### src/rtl/pcp_pkg.sv
package pcp_pkg;
  typedef enum logic [2:0] {
    ST_IDLE,
    ST_START,
    ST_READY,
    ST_FRAME,
    ST_HOLD
  } dec_state_e;
endpackage

### src/rtl/pcp_line_filter.sv
module pcp_line_filter #(
  parameter int FILT_TICKS = 2
) (
  input  logic clk,
  input  logic rst_n,
  input  logic tick,
  input  logic line_raw,
  output logic line_flt
);
  localparam int FW = $clog2(FILT_TICKS + 1);

  logic          s1_q, s2_q, flt_q, flt_d;
  logic [FW-1:0] cnt_q, cnt_d;

  always_comb begin
    flt_d = flt_q;
    cnt_d = cnt_q;
    if (tick) begin
      if (s2_q == flt_q) begin
        cnt_d = '0;
      end else if (cnt_q == FW'(FILT_TICKS - 1)) begin
        flt_d = s2_q;
        cnt_d = '0;
      end else begin
        cnt_d = cnt_q + 1'b1;
      end
    end
  end

  always_ff @(posedge clk or negedge rst_n) begin
    if (!rst_n) begin
      s1_q  <= 1'b0;
      s2_q  <= 1'b0;
      flt_q <= 1'b0;
      cnt_q <= '0;
    end else begin
      s1_q  <= line_raw;
      s2_q  <= s1_q;
      flt_q <= flt_d;
      cnt_q <= cnt_d;
    end
  end

  assign line_flt = flt_q;


  flt_moves_on_tick_chk: assert property (@(posedge clk) disable iff (!rst_n)
    !tick |=> $stable(flt_q));
endmodule

### src/rtl/pcp_frame_dec.sv
module pcp_frame_dec
  import pcp_pkg::*;
#(
  parameter int START_TICKS = 300,
  parameter int STOP_TICKS  = 300,
  parameter int OFF_TICKS   = 270,
  parameter int DELAY_TICKS = 20,
  parameter int CODE_W      = 5,
  parameter int MAX_CODE    = 30
) (
  input  logic              clk,
  input  logic              rst_n,
  input  logic              en,
  input  logic              tick,
  input  logic              lvl,
  output logic              apply,
  output logic              revert,
  output logic [CODE_W-1:0] apply_code
);
  localparam int M1    = (START_TICKS > STOP_TICKS) ? START_TICKS : STOP_TICKS;
  localparam int M2    = (OFF_TICKS > DELAY_TICKS) ? OFF_TICKS : DELAY_TICKS;
  localparam int CNT_W = $clog2(((M1 > M2) ? M1 : M2) + 1);

  dec_state_e        st_q, st_d;
  logic [CNT_W-1:0]  tcnt_q, tcnt_d;
  logic [CODE_W-1:0] pcnt_q, pcnt_d;
  logic              prev_q;
  logic              fall;

  assign fall = prev_q & ~lvl;

  always_comb begin
    st_d   = st_q;
    tcnt_d = tcnt_q;
    pcnt_d = pcnt_q;
    apply  = 1'b0;
    revert = 1'b0;
    if (!en) begin
      st_d   = ST_IDLE;
      tcnt_d = '0;
      pcnt_d = '0;
    end else begin
      case (st_q)
        ST_IDLE: begin
          if (lvl) begin
            st_d   = ST_START;
            tcnt_d = '0;
          end else if (tick && tcnt_q != CNT_W'(OFF_TICKS)) begin
            tcnt_d = tcnt_q + 1'b1;
            if (tcnt_q == CNT_W'(OFF_TICKS - 1)) revert = 1'b1;
          end
        end
        ST_START: begin
          if (!lvl) begin
            st_d   = ST_IDLE;
            tcnt_d = '0;
          end else if (tick) begin
            if (tcnt_q == CNT_W'(START_TICKS - 1)) begin
              st_d   = ST_READY;
              tcnt_d = '0;
            end else begin
              tcnt_d = tcnt_q + 1'b1;
            end
          end
        end
        ST_READY: begin
          if (!lvl) begin
            st_d   = ST_FRAME;
            pcnt_d = CODE_W'(1);
            tcnt_d = '0;
          end
        end
        ST_FRAME: begin
          if (lvl != prev_q) begin
            tcnt_d = '0;
            if (fall && pcnt_q != CODE_W'(MAX_CODE)) pcnt_d = pcnt_q + 1'b1;
          end else if (tick) begin
            if (lvl && tcnt_q == CNT_W'(STOP_TICKS - 1)) begin
              st_d   = ST_HOLD;
              tcnt_d = '0;
            end else if (!lvl && tcnt_q == CNT_W'(OFF_TICKS - 1)) begin
              st_d   = ST_IDLE;
              tcnt_d = CNT_W'(OFF_TICKS);
              revert = 1'b1;
            end else begin
              tcnt_d = tcnt_q + 1'b1;
            end
          end
        end
        ST_HOLD: begin
          if (tick) begin
            if (tcnt_q == CNT_W'(DELAY_TICKS - 1)) begin
              apply  = 1'b1;
              st_d   = ST_START;
              tcnt_d = '0;
            end else begin
              tcnt_d = tcnt_q + 1'b1;
            end
          end
        end
        default: st_d = ST_IDLE;
      endcase
    end
  end

  always_ff @(posedge clk or negedge rst_n) begin
    if (!rst_n) begin
      st_q   <= ST_IDLE;
      tcnt_q <= '0;
      pcnt_q <= '0;
      prev_q <= 1'b0;
    end else begin
      st_q   <= st_d;
      tcnt_q <= tcnt_d;
      pcnt_q <= pcnt_d;
      prev_q <= lvl;
    end
  end

  assign apply_code = pcnt_q;


  frame_has_pulse_chk: assert property (@(posedge clk) disable iff (!rst_n)
    (st_q == ST_FRAME || st_q == ST_HOLD) |-> pcnt_q != '0);

  count_sat_chk: assert property (@(posedge clk) disable iff (!rst_n)
    pcnt_q <= CODE_W'(MAX_CODE));
endmodule

### src/rtl/pcp_code_reg.sv
module pcp_code_reg #(
  parameter int CODE_W   = 5,
  parameter int MAX_CODE = 30,
  parameter int MV_W     = 11,
  parameter int BASE_MV  = 800,
  parameter int STEP_MV  = 15
) (
  input  logic              clk,
  input  logic              rst_n,
  input  logic              en,
  input  logic              apply,
  input  logic              revert,
  input  logic [CODE_W-1:0] apply_code,
  output logic [CODE_W-1:0] code,
  output logic [MV_W-1:0]   ref_mv,
  output logic              code_upd
);
  logic [CODE_W-1:0] code_q, code_d;
  logic              upd_q, upd_d;

  always_comb begin
    code_d = code_q;
    if (!en || revert) code_d = '0;
    else if (apply && apply_code != '0) code_d = apply_code;
    upd_d = (code_d != code_q);
  end

  always_ff @(posedge clk or negedge rst_n) begin
    if (!rst_n) begin
      code_q <= '0;
      upd_q  <= 1'b0;
    end else begin
      code_q <= code_d;
      upd_q  <= upd_d;
    end
  end

  assign code     = code_q;
  assign code_upd = upd_q;
  assign ref_mv   = MV_W'(BASE_MV) + MV_W'(STEP_MV) * MV_W'(code_q);


  code_range_chk: assert property (@(posedge clk) disable iff (!rst_n)
    code_q <= CODE_W'(MAX_CODE));

  disabled_default_chk: assert property (@(posedge clk) disable iff (!rst_n)
    !en |=> code_q == '0);

  strobe_tracks_change_chk: assert property (@(posedge clk) disable iff (!rst_n)
    upd_q == (code_q != $past(code_q)));
endmodule

### src/rtl/pulse_code_prog.sv
module pulse_code_prog #(
  parameter int FILT_TICKS  = 2,
  parameter int START_TICKS = 300,
  parameter int STOP_TICKS  = 300,
  parameter int OFF_TICKS   = 270,
  parameter int DELAY_TICKS = 20,
  parameter int CODE_W      = 5,
  parameter int MAX_CODE    = 30,
  parameter int MV_W        = 11,
  parameter int BASE_MV     = 800,
  parameter int STEP_MV     = 15
) (
  input  logic              clk,
  input  logic              rst_n,
  input  logic              en,
  input  logic              line_in,
  input  logic              tick_us,
  output logic [CODE_W-1:0] code,
  output logic [MV_W-1:0]   ref_mv,
  output logic              code_upd
);
  logic              lvl, apply, revert;
  logic [CODE_W-1:0] apply_code;

  pcp_line_filter #(.FILT_TICKS(FILT_TICKS)) u_filt (
    .clk(clk), .rst_n(rst_n), .tick(tick_us), .line_raw(line_in), .line_flt(lvl)
  );

  pcp_frame_dec #(
    .START_TICKS(START_TICKS), .STOP_TICKS(STOP_TICKS), .OFF_TICKS(OFF_TICKS),
    .DELAY_TICKS(DELAY_TICKS), .CODE_W(CODE_W), .MAX_CODE(MAX_CODE)
  ) u_dec (
    .clk(clk), .rst_n(rst_n), .en(en), .tick(tick_us), .lvl(lvl),
    .apply(apply), .revert(revert), .apply_code(apply_code)
  );

  pcp_code_reg #(
    .CODE_W(CODE_W), .MAX_CODE(MAX_CODE), .MV_W(MV_W),
    .BASE_MV(BASE_MV), .STEP_MV(STEP_MV)
  ) u_code (
    .clk(clk), .rst_n(rst_n), .en(en), .apply(apply), .revert(revert),
    .apply_code(apply_code), .code(code), .ref_mv(ref_mv), .code_upd(code_upd)
  );
endmodule

### config.mk
export PLATFORM = sky130hd
export DESIGN_NAME = pulse_code_prog
export DESIGN_NICKNAME = d
export VERILOG_FILES = /design/src/rtl/pcp_pkg.sv /design/src/rtl/pcp_line_filter.sv /design/src/rtl/pcp_frame_dec.sv /design/src/rtl/pcp_code_reg.sv /design/src/rtl/pulse_code_prog.sv
export SDC_FILE = /design/constraint.sdc
export NUM_CORES = 1
export LEC_CHECK = 0
export BUFFER_PORTS_ARGS = -buffer_cell sky130_fd_sc_hd__clkbuf_2
export CAP_MARGIN = 10
export CORE_AREA = 10 10 106 108
export DETAILED_ROUTE_END_ITERATION = 8
export DIE_AREA = 0 0 116 118
export SLEW_MARGIN = 20
export SYNTH_ARGS = -nofsm -noshare
export SYNTH_HDL_FRONTEND = slang
export SYNTH_SLANG_ARGS = --single-unit
### constraint.sdc
create_clock -name clk -period 3.65 [get_ports clk]
set_input_delay 0.1825 -clock clk [delete_from_list [all_inputs] [get_ports clk]]
set_output_delay 0.1825 -clock clk [all_outputs]
set_load 0.05 [all_outputs]
==> results.cfg <==
[layout]
seq_area_um2 = 731
nets = 352
drive_gt1_share_pct = 26.6
syn2layout_area_growth_pct = 19.1
fill_cells = 910
final_core_util_pct = 35.3
finish.instance_area_um2 = 3210
diodes = 0
multiInputGateArea_um2 = 1930

[die]
fp.coreArea_um2 = 9110
chipHeight_um = 118
die-area_um2 = 13700
row_count = 35
dieWidth_um = 116
start_util_pct = 29.6
io-pin-count = 22

[cts]
numCtsBuffers = 5
htree_levels = 2
cts_buffer_depth = 2
path_clk_slew_ns = 0.07
cts_tree = yes
cts_root_buf = clkbuf_8
clk_latency_ns = 0.29
clock_sinks = 29

[sta]
rsz0062_at_grt = true
relSlewSlack_pct = 50.5
period_minus_slack_ns = 3.60
final-hold-violation-count = 0
fin_ws_ns = 0.0538
slew_viol_final = 0
skew_ns = 0.00818
finalSetupViolations = 0
finalCritPeriodShare_pct = 98.5
tightest_slew_ns = 0.742
holdWs_ns = 0.340
fmax_mhz = 278

[worst_hold_path]
hold_path_class = in2reg
holdPathEnd = u_dec.st_q[2]$_DFFE_PN0P_
hold_path_depth = 3
min_from = en

[pwr]
pwr-share-seq_pct = 37.0
swShare_pct = 40.3
comb_power_share_pct = 40.6
powerDensity_nw_per_um2 = 375
cellInternalPower_mw = 0.719
total_power_mw = 1.21
p_sw_mw = 0.486
leakagePower_nw = 1.50
power_frac_clock_pct = 22.4
vdd_drop_max_v = 0.000251

[synth]
synthCells = 282
synth_common_cells = 29 x dfrtp_1, 29 x ha_1, 23 x inv_1
synth_cell_types = 74
yosys_warnings = 0
synth.area.top_cells = dfrtp_1 27%, ha_1 13%, fa_1 4.5%
netlist_area_um2 = 2700
seq_area_frac_synth_pct = 26.9
synth-edff-count = 0
syn_avg_cell_area_um2 = 9.57
synthArstFlopShare_pct = 100
ys_ff_latch = 29
synth_top_area_cell = dfrtp_1
synth_top_area_share_pct = 26.9
ys_dominant_reg_cell = dfrtp_1
synth_nets = 322

[flow_run]
maxCapViolCount = 0

[critical_path]
cp-start-kind = register
crit_path_end_kind = output port
rr_startpoint = u_filt.line_flt$_DFFE_PN0P_
crit_type = reg2out
r2r_cells = 7
timing.rr.end = u_dec.tcnt_q[0]$_DFFE_PN0P_
cp_max_fo = 2
r2r_slack_ns = 1.13
arrival_ns = 3.41
required_ns = 3.47

[route]
ant_nets = 0
routedWlPerCell_um = 15.1
routed_wl_um = 6390
vias_per_cell = 5.32
drt-pass1-iter-count = 6
drc = 0
vias = 2252
drt_iter0_markers = 123

[status]
outcome = complete, no violations

[place]
dp_hpwl_um = 4770
placed_cell_area_um2 = 2950
finalWeightedCongestion = 0.799
dp_slack_ns = 0.0126
portBuffers = 21

[global_route]
grt_pass1_wl_um = 10500
antenna_found_initial = 0
grt_pass1_vias = 2215
track_usage_pct = 9.14
grt_max_degree = 30
grt-ovfl-total = 0
-- metal layers --
metal	up-vias	track usage (%)	share of wire [%]
met1	1101	11.5	46
met4	0	2.11	0.53
li1	1098	-	-
met2	49	15.1	48
met5	-	0	0
met3	4	2.14	5.0
-- kinds of logic (layout without fill, tap and decap cells) --
| group | Yosys count | after routing | share of synthesized area [%] |
|---|---|---|---|
| AOI/OAI and AO/OA | 73 | 73 | 20.9 |
| buffers and inverters | 36 | 66 | 6.72 |
| adders and majority gates | 35 | 35 | 17.9 |
| DFF | 29 | 29 | 26.9 |
| muxes | 10 | 10 | 3.99 |
| and+or+nand+nor | 88 | 88 | 20.1 |
| xor gates and xnor gates | 11 | 11 | 3.57 |
-- state kept, by name (all words and copies together), names as in the netlist, 2 cells and up --
register / count
u_dec.tcnt_q: 9
u_filt.cnt_q: 2
u_dec.st_q: 3
u_code.code: 5
u_dec.apply_code: 5
-- power groups by stage --
stage               logic [mW]  registers [mW]  clock network, mW
floorplan                0.458           0.391                  0
global placement         0.474           0.448                  0
detailed placement       0.482           0.450                  0
CTS                      0.487           0.443              0.278
global route             0.545           0.455              0.294
finish                   0.489           0.446              0.270
-- critical path: stages, from the launching register on --
cell and delay [ns]:
dfrtp_2 0.41, fa_1 0.58, fa_1 0.46, ha_4 0.24, ha_4 0.16, fa_2 0.39
a21oi_2 0.14, o21bai_2 0.11, a21oi_2 0.19, o21bai_4 0.09, xnor2_4 0.18, buf_8 0.16
-- how the worst max path moves through the flow --
stage                                         from         to  cells after the start
after CTS                 u_code.code[2]$_DFF_PN0_  ref_mv[9]                     11
after global routing      u_code.code[0]$_DFF_PN0_  ref_mv[9]                     11
after detailed placement  u_code.code[1]$_DFF_PN0_  ref_mv[9]                     12
after floorplan           u_code.code[1]$_DFF_PN0_  ref_mv[9]                     11
after global placement    u_code.code[1]$_DFF_PN0_  ref_mv[9]                     12
final                     u_code.code[0]$_DFF_PN0_  ref_mv[9]                     11
-- cell usage in the layout, fill, tap and decap left out, types with 7 or more instances in the layout --
master / netlist / final
nor2b_1: 7 / 7
nand3_1: 9 / 9
mux2i_1: 7 / 7
nor3_1: 7 / 7
clkbuf_2: 0 / 19
ha_1: 29 / 24
dfrtp_1: 29 / 25
a21oi_1: 11 / 7
inv_1: 23 / 22
a31oi_1: 7 / 7
o21ai_0: 11 / 10
buf_4: 3 / 12
nor2_1: 15 / 15
nand2_1: 13 / 13
-- repair_timing --
item                                    in CTS  in global routing
hold endpoints to repair                    30                  0
buffers inserted                             4                  3
endpoints found under the setup margin       3                  3
pin swaps                                    4                 12
gates resized for setup                     11                 10
hold buffers                                 2                  0
-- layout make-up --
cell class	count	share of cell area (%)
clock buffer	7	2.69
inverter	23	2.69
multi-input combinational	217	59.9
sequential	29	22.7
tap	111	4.32
timing repair buffer	36	7.67
-- metrics by stage --
step	TNS [ns]	cells
4_1_cts	-0.0202	420
3_3_place_gp	0	407
2_1_floorplan	0	282
3_5_place_dp	0	407
6_report	0	423
5_1_grt	-0.0878	423
Power figures use the tool's default switching activity.
